<file path="src/rtl/snap_pkg.sv">
package snap_pkg;

  typedef enum logic {
    MODE_AUTO   = 1'b0,
    MODE_MANUAL = 1'b1
  } snap_mode_e;

  // Rising-edge detection on a level and its registered copy
  function automatic logic rise_det(input logic cur, input logic prev);
    return cur & ~prev;
  endfunction

endpackage

</file>
<file path="src/rtl/snap_trig.sv">
module snap_trig
  import snap_pkg::*;
#(
  parameter int SYNC_STAGES = 2
) (
  input  logic clk,
  input  logic rst_n,
  input  logic mode_i,
  input  logic tick_i,
  input  logic man_bit_i,
  input  logic man_pin_i,
  output logic man_edge_o,
  output logic xfer_o
);

  logic [SYNC_STAGES-1:0] pin_sync_q;
  logic                   pin_synced;
  logic                   man_or;
  logic                   man_or_q;
  snap_mode_e             mode;

  always_ff @(posedge clk) begin
    if (!rst_n) begin
      pin_sync_q <= '0;
      man_or_q   <= 1'b0;
    end else begin
      pin_sync_q <= {pin_sync_q[SYNC_STAGES-2:0], man_pin_i};
      man_or_q   <= man_or;
    end
  end

  assign pin_synced = pin_sync_q[SYNC_STAGES-1];
  assign man_or     = man_bit_i | pin_synced;
  assign man_edge_o = rise_det(man_or, man_or_q);
  assign mode       = snap_mode_e'(mode_i);

  always_comb begin
    case (mode)
      MODE_MANUAL: xfer_o = man_edge_o;
      default:     xfer_o = tick_i;
    endcase
  end


  man_edge_once_chk: assert property (@(posedge clk) disable iff (!rst_n)
    man_edge_o |=> !man_edge_o);

endmodule

</file>
<file path="src/rtl/snap_acc.sv">
module snap_acc #(
  parameter int CNT_W = 16
) (
  input  logic             clk,
  input  logic             rst_n,
  input  logic             evt_i,
  input  logic             xfer_i,
  output logic [CNT_W-1:0] snap_o
);

  localparam logic [CNT_W-1:0] MAXV = '1;

  logic [CNT_W-1:0] acc_q;

  function automatic logic [CNT_W-1:0] sat_inc(input logic [CNT_W-1:0] v);
    return (v == MAXV) ? v : v + 1'b1;
  endfunction

  always_ff @(posedge clk) begin
    if (!rst_n) begin
      acc_q  <= '0;
      snap_o <= '0;
    end else if (xfer_i) begin
      snap_o <= acc_q;
      acc_q  <= CNT_W'(evt_i);
    end else if (evt_i) begin
      acc_q  <= sat_inc(acc_q);
    end
  end


  snap_capture_chk: assert property (@(posedge clk) disable iff (!rst_n)
    xfer_i |=> snap_o == $past(acc_q));

  acc_restart_chk: assert property (@(posedge clk) disable iff (!rst_n)
    xfer_i |=> acc_q == CNT_W'($past(evt_i)));

  snap_hold_chk: assert property (@(posedge clk) disable iff (!rst_n)
    !xfer_i |=> $stable(snap_o));

  acc_sat_chk: assert property (@(posedge clk) disable iff (!rst_n)
    (acc_q == MAXV && !xfer_i) |=> acc_q == MAXV);

endmodule

</file>
<file path="src/rtl/perf_snap_ctrl.sv">
module perf_snap_ctrl #(
  parameter int NUM_CNT     = 4,
  parameter int CNT_W       = 16,
  parameter int SYNC_STAGES = 2
) (
  input  logic                     clk,
  input  logic                     rst_n,
  input  logic                     sec_tick_i,
  input  logic                     man_mode_i,
  input  logic                     man_bit_i,
  input  logic                     man_pin_i,
  input  logic [NUM_CNT-1:0]       err_evt_i,
  input  logic                     flag_clr_i,
  output logic [NUM_CNT*CNT_W-1:0] snap_o,
  output logic                     snap_flag_o
);

  logic xfer;
  logic man_edge;

  snap_trig #(.SYNC_STAGES(SYNC_STAGES)) u_trig (
    .clk        (clk),
    .rst_n      (rst_n),
    .mode_i     (man_mode_i),
    .tick_i     (sec_tick_i),
    .man_bit_i  (man_bit_i),
    .man_pin_i  (man_pin_i),
    .man_edge_o (man_edge),
    .xfer_o     (xfer)
  );

  for (genvar i = 0; i < NUM_CNT; i++) begin : g_lane
    snap_acc #(.CNT_W(CNT_W)) u_acc (
      .clk    (clk),
      .rst_n  (rst_n),
      .evt_i  (err_evt_i[i]),
      .xfer_i (xfer),
      .snap_o (snap_o[i*CNT_W +: CNT_W])
    );
  end

  always_ff @(posedge clk) begin
    if (!rst_n)          snap_flag_o <= 1'b0;
    else if (xfer)       snap_flag_o <= 1'b1;
    else if (flag_clr_i) snap_flag_o <= 1'b0;
  end


  flag_set_chk: assert property (@(posedge clk) disable iff (!rst_n)
    xfer |=> snap_flag_o);

  tick_ignored_chk: assert property (@(posedge clk) disable iff (!rst_n)
    (man_mode_i && !man_edge) |-> !xfer);

  manual_ignored_chk: assert property (@(posedge clk) disable iff (!rst_n)
    (!man_mode_i && !sec_tick_i) |-> !xfer);

endmodule

</file>
<file path="config.mk">
export PLATFORM = sky130hd
export DESIGN_NAME = perf_snap_ctrl
export DESIGN_NICKNAME = d
export VERILOG_FILES = /design/src/rtl/snap_pkg.sv /design/src/rtl/snap_trig.sv /design/src/rtl/snap_acc.sv /design/src/rtl/perf_snap_ctrl.sv
export SDC_FILE = /design/constraint.sdc
export NUM_CORES = 1
export LEC_CHECK = 0
export ABC_AREA = 1
export ABC_CLOCK_PERIOD_IN_PS = 1500
export BUFFER_PORTS_ARGS = -buffer_cell sky130_fd_sc_hd__buf_2
export CORE_ASPECT_RATIO = 1.5
export CORE_MARGIN = 2
export CORE_UTILIZATION = 50
export CTS_CLUSTER_SIZE = 30
export DETAILED_ROUTE_END_ITERATION = 16
export PLACE_DENSITY = 0.82
export SYNTH_ARGS = -nofsm -noshare
export SYNTH_HDL_FRONTEND = slang
export SYNTH_HIERARCHICAL = 1
export SYNTH_SLANG_ARGS = --single-unit
</file>
<file path="constraint.sdc">
create_clock -name clk -period 1.5 [get_ports clk]
set_clock_uncertainty 0.2 [all_clocks]
set_input_delay 0.3 -clock clk [delete_from_list [all_inputs] [get_ports clk]]
set_output_delay 0.3 -clock clk [all_outputs]
set_load 0.02 [all_outputs]
</file>
**Word-level counts from Yosys, hierarchy flattened**

Cells that the tools add are included.

- $add $sub $neg: 4
- Eq/ne operators: 8
- Muxes and demuxes: 15
- Bitwise logic cells: 8
- Reductions and logical operators: 14

Operators with widths:

| operator | count |
|---|---|
| 16-bit by 1-bit adder with 16-bit output, second input constant | 4 |
| 16-bit equality test, second input constant | 4 |
| 2-bit AND reduction | 8 |
| 1-bit two-way mux | 15 |
| 2-bit nonzero test | 5 |
| 2-bit != test, second input constant | 3 |
| 1-bit inverter | 6 |
| 2-bit by 1-bit != test with 1-bit output, second input constant | 1 |
| 2-bit OR reduction | 1 |
| 1-bit bitwise AND | 1 |
| 1-bit bitwise OR | 1 |

- Register bits after elaboration: 132
- Bits of input ports: 11
- Word-level logic and storage cells: 64

**Depth between registers and ports, before layout**

Gate-level depths: netlist of the first run.

- Word-level depth: 5
- Gate-level depth with buffers: 10

**Cells and area by module**

Netlist of the first run, hierarchy kept.

Modules (own cells, without submodules):

| module | times used | cells each | area an instance (µm²) | sequential area each (µm²) |
|---|---|---|---|---|
| snap_acc | 4 | 211 | 1,519.0 | 640.6 |
| snap_trig | 1 | 17 | 118.9 | 60.1 |
| perf_snap_ctrl | 1 | 6 | 43.8 | 20.0 |

**Worst setup path after synthesis of the first run**

No wires, ideal clock.

- Path kind: flip-flop to flip-flop
- From: register g_lane[0].u_acc.acc_q[1]
- To: register g_lane[0].u_acc.acc_q[13]
- Setup time: 0.113 ns
- Arrival time: 1.268 ns
- Required time: 1.187 ns
- Path slack: -0.081 ns
- Cell stages (with the launch flop): 10
- Path buffers: 1
- Path through: dfxtp_1 ha_1 nand2_1 nor2_1 nand2_2 nor2_4 nor2_2 buf_6 a21oi_2 nor2_1

- Word-level cells in the longest chain between the ends: 3
- Elaborated cells between the ends (all ways): 4

RTL lines:

| element | RTL line | source |
|---|---|---|
| from (decl) | snap_acc.sv:13 | `logic [CNT_W-1:0] acc_q;` |
| from (signal assigned) | snap_acc.sv:25 | `acc_q <= CNT_W'(evt_i);` |
| from (signal assigned) | snap_acc.sv:27 | `acc_q <= sat_inc(acc_q);` |
| branches (longest 3 deep; another with 16-bit by 1-bit adder with 16-bit output) | -- |  |

Parallel ways; which one is timed is not known.
A chain may end at the register's enable or synchronous reset.

**Worst setup path in the final report of the first run**

- From: register g_lane[1].u_acc.acc_q[1]
- To: register g_lane[1].u_acc.acc_q[11]

- Word-level cells in the longest chain between the ends: 3
- Elaborated cells between the ends (all ways): 4

RTL lines:

| element | RTL line |
|---|---|
| from (decl) | snap_acc.sv:13 |
| from (signal assigned) | snap_acc.sv:25 |
| from (signal assigned) | snap_acc.sv:27 |
| branches (longest 3 deep; another with 16-bit by 1-bit adder with 16-bit output) | -- |

Parallel ways; which one is timed is not known.

==> impl_metrics.tcl, run 1 <==
set metrics [dict create \
    run_status "finished, violations left" \
    violated_checks "negative setup slack" \
    min_period_over_period_pct 118.9 \
    grt_start_max_net_pins 23 \
    timing.hold.worst.start "err_evt_i[3]" \
    detail-route-antenna-nets 0 \
    final_number_of_max_transition_violations 0 \
    seqCellArea_um2 2684 \
    p_total_w 0.009888 \
    critPathKind "reg -> reg" \
    power.static_leakage_nw 4.172 \
    tritoncts "built" \
    yosys_warnings 6 \
    dp_hpwl_mm 11.72 \
    starting_density_pct 50.58 \
    synth_cells 866 \
    fp.coreArea_um2 12320 \
    max_clock_freq_mhz 560.6 \
    drt_iter0_drc 486 \
    worst_slew_margin_rel_pct 60.80 \
    grt_setup_unrepaired "true" \
    num_vias 7199 \
    htree_levels 4 \
    postLayoutCellArea_um2 9827 \
    dr.pass1.iters 5 \
    cts.clk_slew.worst_paths_ns 0.06 \
    postLayoutSetupSlackWorst_ns -0.2838 \
    layout_min_cycle_time_ns 1.784 \
    worst-path-max-fanout 4 \
    flow.area_growth_from_synthesis_pct 57.65 \
    mappedNetlistNets 881 \
    routed_len_inst_um 18.63 \
    routabilityCongestion 0.8657 \
    synth.avg_cell_area_um2 7.198 \
    ir_drop_v 0.0008483 \
    antenna_violations_before_repair 1 \
    nets 1104 \
    groute.usage.overall_pct 29.33 \
    timing.final.setup_violations 106 \
    first_global_vias 6648 \
    crit_path_start "g_lane[1].u_acc/acc_q[1]" \
    wl_mm 23.44 \
    cts_sinks 132 \
    ioPinCount 76 \
    drc 0 \
    critical_path_required_ns 1.62 \
    placed_area_um2 7621 \
    floorplan.die.height_um 140.8 \
    die_w_um 95.17 \
    port-buffer-count 75 \
    fin_setup_tns_ns -8.626 \
    syn-cell-area_um2 6233 \
    count_of_fill_cells_added_during_filler_insertion 728 \
    crit_path_start_kind "flop" \
    end_kind "flop" \
    ctsLongestPathBuffers 2 \
    hold_viol 0 \
    worstHoldPathType "in -> reg" \
    globalRouteOverflowTotal 0 \
    insertion_delay_ns 0.42 \
    reg2reg_from "g_lane[1].u_acc/acc_q[1]" \
    timing_worst_slew_pin_value_ns 0.5867 \
    antenna_cells_inserted 0 \
    power.density_cell_area_nw_per_um2 1006 \
    grt_pass1_wl_mm 30.71 \
    max_cap_viol_count 0 \
    total_number_of_placement_rows 50 \
    cts_made_buffers 17 \
    cts_root_buffer "clkbuf_16" \
    multi_input_area_um2 4189 \
    vias_per_cell 5.723 \
    crit_arrival_ns 1.90 \
    die_area_um2 13390 \
    post_route_cells_drive_above_1_share_pct 51.54 \
]
==> placed cells by master (no fill, tap or decap), types with 10 or more instances in the layout <==
| cell type | count |
|---|---|
| nand2_1 | 136 |
| dfxtp_2 | 15 |
| dfxtp_1 | 111 |
| o21ai_1 | 39 |
| o21ai_2 | 27 |
| xor2_1 | 15 |
| nor2_2 | 48 |
| a21oi_1 | 34 |
| nand3_1 | 10 |
| clkbuf_16 | 25 |
| a21oi_2 | 42 |
| nor2_4 | 42 |
| buf_6 | 26 |
| nand3_2 | 15 |
| nand2_2 | 61 |
| nor2_1 | 88 |
| nand4_1 | 16 |
| nand2_4 | 21 |
| buf_4 | 104 |
| inv_1 | 61 |
| buf_2 | 76 |
==> through the flow <==
step / hold WS [ns] / setup WS [ns] / util (%) / std cells
global route: 0.1857 / -0.3312 / 79.74 / 1258
CTS: 0.1084 / -0.1014 / 71.69 / 1241
detailed placement: 0.2424 / -0.2000 / 61.84 / 1190
global placement: 0.2458 / -0.1840 / 61.84 / 1190
finish: 0.1964 / -0.2838 / 79.74 / 1258
floorplan: 0.1856 / -0.008572 / - / 866
==> metal layers <==
metal / track usage (%) / vias to the layer above / wire length [um]
met2: 54.48 / 400 / 12330
li1: - / 3231 / -
met3: 5.986 / 125 / 1591
met4: 15.64 / 2 / 1373
met5: 0 / - / 13
met1: 29.73 / 3441 / 8127
==> area by class of cell <==
type                            count  area share [%]
Timing Repair Buffer              221           17.75
Sequential cell                   132           27.31
Multi-Input combinational cell    636           42.63
Clock inverter                      8           1.426
Inverter                           81           3.565
Tap cell                          156           1.986
Clock buffer                       24           5.335
==> state kept, by name, indices dropped and copies added, names as in the netlist <==
| name | cells |
|---|---|
| u_trig/pin_sync_q | 2 |
| g_lane.u_acc/snap_o | 64 |
| g_lane.u_acc/acc_q | 64 |
| snap_flag_o | 1 |
| u_trig/man_or_q | 1 |
==> worst max-delay path: stages, from the launching register on <==
cell and delay (ns):
dfxtp_4 0.36, buf_4 0.13, nand3_2 0.12, nor2_2 0.22, buf_4 0.16, nand4_1 0.07
nand2_1 0.10, nand2_1 0.07, a21oi_1 0.25
==> where the power goes <==
part | internal (W) | leakage [nW] | switching (W)
Clock | 0.00311 | 0.330 | 0.00159
Sequential | 0.00366 | 1.09 | 0.000106
Combinational | 0.000564 | 2.75 | 0.000865
Total | 0.00733 | 4.17 | 0.00256
==> timing repair <==
item	in CTS	in global routing
pin swaps	54	88
endpoints found under the hold margin	3	0
resized for setup	113	269
hold buffers	3	0
buffers inserted	11	10
endpoints found under the setup margin	108	109
cloned	5	9
==> path summary, 6_finish.rpt <==
check,end,slack [ns],cells after the start
worst max-delay path,g_lane[1].u_acc/acc_q[11],-0.28,8
worst min-delay path,g_lane[3].u_acc/acc_q[0],0.20,4
worst max register to register,g_lane[1].u_acc/acc_q[11],-0.28,8
worst min register to register,u_trig/pin_sync_q[1],0.27,2
No activity file was read; power rests on OpenSTA's default activity.
==> inputs of run 2 (changes only) <==
--- a/config.mk
+++ b/config.mk
@@ -10,10 +10,10 @@
 export BUFFER_PORTS_ARGS = -buffer_cell sky130_fd_sc_hd__buf_2
 export CORE_ASPECT_RATIO = 1.5
 export CORE_MARGIN = 2
-export CORE_UTILIZATION = 50
+export CORE_UTILIZATION = 40
 export CTS_CLUSTER_SIZE = 30
 export DETAILED_ROUTE_END_ITERATION = 16
-export PLACE_DENSITY = 0.82
+export PLACE_DENSITY = 0.7
 export SYNTH_ARGS = -nofsm -noshare
 export SYNTH_HDL_FRONTEND = slang
 export SYNTH_HIERARCHICAL = 1
==> run 2 against run 1 <==
Compared with the run above: the flow still finishes with violations (negative setup slack); sequential cell count stayed put; combinational power is 8% higher; via count is 4.5% lower; maximum frequency is 3.1% higher; non-clock buffer count is 23 higher; setup slack better by 0.053 ns; global-route usage is 6.9 points lower; total power is 2.7% lower; hold slack worse by 0.11 ns; cell area is 6.2% higher; critical path type unchanged; highest routed layer is now met4.
==> impl_metrics.tcl, run 2 (synthesized netlist as in run 1, its figures left out) <==
set metrics [dict create \
    run_status "finished, violations left" \
    violated_checks "negative setup slack" \
    path_delay_family "simple AND/OR/NAND/NOR gates" \
    final_number_of_max_transition_violations 0 \
    worst-path-buf-inv 2 \
    grt_setup_unrepaired "true" \
    flow.area_growth_from_synthesis_pct 67.42 \
    timing.critical_path.cells "buf_4 > nand3_1 > nor2_2 > buf_4 > nand4_1 > nand2_1 > nand2_2 > a21oi_2" \
    max_cap_viol_count 0 \
    ir_drop_v 0.0006222 \
    p_total_w 0.009621 \
    ioPinCount 76 \
    routabilityCongestion 0.8206 \
    final_common_cell "nand2_1" \
    cts_root_buffer "clkbuf_16" \
    detail-route-antenna-nets 0 \
    mostFrequentLayoutCells "144 x nand2_1, 118 x buf_4, 108 x dfxtp_1" \
    htree_levels 4 \
    die_area_um2 16620 \
    timing.final.setup_violations 89 \
    dp_cells 1254 \
    vias_per_cell 5.189 \
    total_number_of_placement_rows 55 \
    drc 0 \
    stdcell_count 1325 \
    insertion_delay_ns 0.42 \
    cts.clk_slew.worst_paths_ns 0.06 \
    tritoncts "built" \
    postLayoutSetupSlackWorst_ns -0.2307 \
    fin_setup_tns_ns -6.206 \
    timing_worst_slew_pin_value_ns 0.5646 \
    end_kind "flop" \
    starting_density_pct 41.17 \
    grt.met3_usage_pct 4.141 \
    port-buffer-count 75 \
    crit_arrival_ns 1.87 \
    ctsLongestPathBuffers 2 \
    first_global_vias 6489 \
    fp.coreArea_um2 15140 \
    post_route_cells_drive_above_1_share_pct 55.64 \
    min_period_over_period_pct 115.4 \
    power.density_cell_area_nw_per_um2 921.9 \
    critPathKind "reg -> reg" \
    globalRouteOverflowTotal 0 \
    wl_mm 21.57 \
    whs_ns 0.08654 \
    grtUsageMet1_pct 23.61 \
    num_vias 6875 \
    critical_path_required_ns 1.64 \
    cts_made_buffers 17 \
    dr.pass1.iters 5 \
    routed_len_inst_um 16.28 \
    critical_path.most_common_cell "buf_4" \
    largestRegisters "g_lane.u_acc/acc_q (64), g_lane.u_acc/snap_o (64), u_trig/pin_sync_q (2)" \
    grt_busiest_layer "met2" \
    power.static_leakage_nw 4.381 \
    worst_slew_margin_rel_pct 62.27 \
    layout.core_utilization_pct 68.93 \
    count_of_fill_cells_added_during_filler_insertion 1072 \
    dp_hpwl_mm 11.75 \
    max_clock_freq_mhz 577.8 \
    layout_min_cycle_time_ns 1.731 \
    worst-path-max-fanout 4 \
    cp_slowest_cell "dfxtp_4" \
    grt_pass1_wl_mm 29.65 \
    groute.usage.overall_pct 22.39 \
    hold_viol 0 \
    grt_start_max_net_pins 26 \
    grtUsageMet2_pct 42.40 \
    floorplan.die.height_um 156.9 \
    drt_iter0_drc 266 \
    die_w_um 105.9 \
    worstHoldPathType "in -> reg" \
    cts_sinks 132 \
    crit_path_start_kind "flop" \
    antenna_violations_before_repair 0 \
    worst_path_largest_cell_delay_ns 0.35 \
    nets 1128 \
]
## run 2: cell count changes in the layout (fill, tap and decap cells not counted), sizes merged
cell,delta
inv,+3
buf,+23
diode,+1
clkinvlp,+1
clkinv,-2
bufinv,-2
## run 2: power by group
group | leakage, nW | total [W] | switching [W] | internal [W]
Clock | 0.295 | 0.00431 | 0.00160 | 0.00270
Sequential | 1.09 | 0.00376 | 0.000109 | 0.00366
Combinational | 3.00 | 0.00155 | 0.000902 | 0.000646
## run 2: final cells by class
cell class / instances / area (um^2) / share of cell area (%)
multi-input combinational: 636 / 4462 / 42.75
sequential: 132 / 2690 / 25.78
timing repair buffer: 244 / 2058 / 19.72
clock buffer: 24 / 511.7 / 4.903
inverter: 81 / 364.1 / 3.489
tap: 199 / 249.0 / 2.386
clock inverter: 7 / 92.59 / 0.8872
timing repair inverter: 1 / 6.256 / 0.05994
antenna: 1 / 2.502 / 0.02398
## run 2: worst min-delay path: cells and delay by family
| family | cells | cell delay, ns |
|---|---|---|
| buffers and inverters | 1 | 0.22 |
| AO/OA/AOI/OAI | 2 | 0.14 |
## run 2: timing repair
item | CTS | global route
endpoints found under the hold margin | 3 | 0
hold buffers | 3 | 0
setup buffers | 8 | 11
pin swaps | 59 | 115
resized for setup | 139 | 331
endpoints found under the setup margin | 119 | 120
cloned | 9 | 8
## run 2: routing by layer
metal  vias up  part of all wire, %
li1       3290                    -
met3        61                  4.0
met5         -                    0
met1      3307                   37
met2       217                   55
met4         0                  4.0
## run 2: worst paths after layout
check | from | end | slack (ns) | cells past startpoint
setup / recovery | g_lane[1].u_acc/acc_q[1] | g_lane[1].u_acc/acc_q[11] | -0.23 | 8
hold / removal | rst_n | g_lane[1].u_acc/snap_o[3] | 0.09 | 3
setup reg to reg | g_lane[1].u_acc/acc_q[1] | g_lane[1].u_acc/acc_q[11] | -0.23 | 8
hold reg to reg | u_trig/pin_sync_q[0] | u_trig/pin_sync_q[1] | 0.24 | 2
## run 2: through the flow
stage	instance area, um^2	worst slack [ns]
global placement	7845	-0.3066
finish	10440	-0.2307
floorplan	6305	-0.008572
CTS	9175	-0.1143
detailed placement	7845	-0.2880
global route	10430	-0.2765
==> inputs of run 3 (changes only) <==
--- a/config.mk
+++ b/config.mk
@@ -11,6 +11,7 @@
 export CORE_ASPECT_RATIO = 1.5
 export CORE_MARGIN = 2
 export CORE_UTILIZATION = 40
+export CTS_BUF_LIST = sky130_fd_sc_hd__clkbuf_4 sky130_fd_sc_hd__clkbuf_8
 export CTS_CLUSTER_SIZE = 30
 export DETAILED_ROUTE_END_ITERATION = 16
 export PLACE_DENSITY = 0.7
==> run 3 against run 2 <==
Compared with the run above: the run still ends with negative setup slack left; non-clock buffer count is 2 higher; clock-buffer cell count stayed put; wire length is 8.4% lower; maximum frequency is 1.9% higher; sequential power hardly changed; critical path depth is 3 higher; sequential cell count stayed put; total power is 13% lower; register-to-register slack better by 0.03 ns; critical path type unchanged; critical endpoint is now g_lane[1].u_acc/acc_q[0].
==> impl_metrics.tcl, run 3 (synthesized netlist as in run 1, its figures left out) <==
set metrics [dict create \
    groute.usage.overall_pct 22.26 \
    grt_start_max_net_pins 26 \
    fp.coreArea_um2 15140 \
    cts_sinks 132 \
    power.density_cell_area_nw_per_um2 840.6 \
    grt_setup_unrepaired "true" \
    tritoncts "built" \
    antenna_violations_before_repair 0 \
    floorplan.die.height_um 156.9 \
    routed_len_inst_um 14.91 \
    rr_endpoint "g_lane[1].u_acc/acc_q[0]" \
    detail-route-antenna-nets 0 \
    min_period_over_period_pct 113.3 \
    timing.final.setup_violations 95 \
    dp_hpwl_mm 11.75 \
    max_clock_freq_mhz 588.5 \
    die_area_um2 16620 \
    ctsLongestPathBuffers 2 \
    postLayoutSetupSlackWorst_ns -0.1992 \
    flow.area_growth_from_synthesis_pct 59.94 \
    rr_worst_depth 11 \
    critical_path_required_ns 1.67 \
    starting_density_pct 41.17 \
    insertion_delay_ns 0.45 \
    violated_checks "negative setup slack" \
    mostFrequentLayoutCells "145 x buf_4, 138 x nand2_1, 94 x dfxtp_1" \
    clock_power_share_pct 37.8 \
    htree_levels 4 \
    crit_arrival_ns 1.87 \
    port-buffer-count 75 \
    worst-path-max-fanout 3 \
    worst_slew_margin_rel_pct 63.18 \
    run_status "finished, violations left" \
    critical_path.most_common_cell "nand2_2" \
    vias_per_cell 5.029 \
    end_kind "flop" \
    placed_area_um2 7845 \
    cp_slowest_cell "dfxtp_4" \
    cts_root_buffer "clkbuf_8" \
    cts.clk_slew.worst_paths_ns 0.07 \
    p_comb_share_pct 17.4 \
    final_number_of_max_transition_violations 0 \
    total_number_of_placement_rows 55 \
    drc 0 \
    power.static_leakage_nw 4.211 \
    num_vias 6664 \
    worst-r2r-setup-slack_ns -0.20 \
    reg2reg_from "g_lane[1].u_acc/acc_q[1]" \
    cts_made_buffers 17 \
    pre_cts_setup_slack_ns -0.2880 \
    timing_worst_slew_pin_value_ns 0.5509 \
    drt_iter0_drc 246 \
    seq_power_share_pct 44.8 \
    timing.critical_path.cells "ha_4 > nand2_2 > nor2_2 > nand2_2 > buf_4 > nor2_4 > buf_6 > nand2_4 > nand3_2 > nand2_1 > nor2_1" \
    postLayoutCellArea_um2 9970 \
    hold_viol 0 \
    largestRegisters "g_lane.u_acc/acc_q (64), g_lane.u_acc/snap_o (64), u_trig/pin_sync_q (2)" \
    globalRouteOverflowTotal 0 \
    ioPinCount 76 \
    dr.pass1.iters 5 \
    final_common_cell "buf_4" \
    switching_share_pct 27.99 \
    first_global_vias 6478 \
    layout_min_cycle_time_ns 1.699 \
    critPathKind "reg -> reg" \
    nets 1129 \
    max_cap_viol_count 0 \
    worst_path_largest_cell_delay_ns 0.36 \
    crit_path_start_kind "flop" \
    die_w_um 105.9 \
    crit_path_start "g_lane[1].u_acc/acc_q[1]" \
    routabilityCongestion 0.8206 \
    count_of_fill_cells_added_during_filler_insertion 1163 \
    worstHoldPathType "in -> reg" \
    min_path_cells 4 \
    p_sw_w 0.002346 \
    antenna_cells_inserted 0 \
    wl_mm 19.76 \
    critical_path.endpoint "g_lane[1].u_acc/acc_q[0]" \
    ir_drop_v 0.0005021 \
    post_route_cells_drive_above_1_share_pct 53.82 \
    grt_pass1_wl_mm 29.61 \
    internal_power_w 0.006034 \
]
[run 3: repair_timing]
item	4_1_cts	5_1_grt
hold buffers	3	0
endpoints found under the setup margin	122	137
endpoints found under the hold margin	3	0
gates cloned	8	4
buffers inserted	13	12
pin swaps	65	65
gates resized for setup	174	245
[run 3: per-stage QoR]
| step | total power [W] | utilization [%] | TNS (ns) | cells | hold WS [ns] |
|---|---|---|---|---|---|
| after global placement | 0.004736 | 51.82 | -18.71 | 1254 | 0.1955 |
| after CTS | 0.008152 | 60.29 | -2.423 | 1309 | 0.03192 |
| final | 0.008380 | 65.85 | -6.562 | 1325 | 0.07065 |
| after floorplan | 0.004362 | - | -0.008572 | 866 | 0.1856 |
| after detailed placement | 0.004750 | 51.82 | -21.17 | 1254 | 0.1929 |
| after global routing | 0.008693 | 65.85 | -12.44 | 1325 | 0.08666 |
[run 3: worst max-delay path, delay by kind of cell, from the launching register on]
kind | cells | cell delay [ns]
buffers and inverters | 2 | 0.29
flip-flops | 1 | 0.36
AND/OR/NAND/NOR | 8 | 0.65
adder cells (fa/ha/maj) | 1 | 0.13
[run 3: worst min path at each step]
stage | from | to | slack (ns)
finish | err_evt_i[3] | g_lane[3].u_acc/acc_q[0] | 0.07
global route | rst_n | g_lane[1].u_acc/snap_o[6] | 0.09
CTS | err_evt_i[3] | g_lane[3].u_acc/acc_q[0] | 0.03
detailed placement | u_trig/pin_sync_q[0] | u_trig/pin_sync_q[1] | 0.19
global placement | u_trig/pin_sync_q[0] | u_trig/pin_sync_q[1] | 0.20
floorplan | u_trig/pin_sync_q[0] | u_trig/pin_sync_q[1] | 0.19
[run 3: area by class of cell]
| cell class | count | area [um^2] | share of cell area, % |
|---|---|---|---|
| multi-input cells | 634 | 4138 | 41.50 |
| clock inverters | 7 | 92.59 | 0.9287 |
| flip-flops and latches | 132 | 2705 | 27.13 |
| well taps | 199 | 249.0 | 2.497 |
| repair buffers | 246 | 2074 | 20.81 |
| inverters | 81 | 364.1 | 3.652 |
| repair inverters | 2 | 22.52 | 0.2259 |
| clock buffers | 24 | 324.1 | 3.251 |
[run 3: per-layer routing]
layer / routed length, um / part of all wire [%] / track usage [%]
met1: 7562 / 38 / 23.71
met2: 10950 / 55 / 41.63
met3: 640 / 3.2 / 4.306
met4: 609 / 3.1 / 10.90
met5: 0 / 0 / 0
[run 3: power by group through the flow]
stage               Clock (W)  Sequential [W]  Combinational [W]
floorplan                   0         0.00398           0.000386
global route          0.00337         0.00377            0.00155
CTS                   0.00323         0.00374            0.00118
detailed placement          0         0.00382           0.000933
global placement            0         0.00382           0.000920
finish                0.00317         0.00375            0.00146
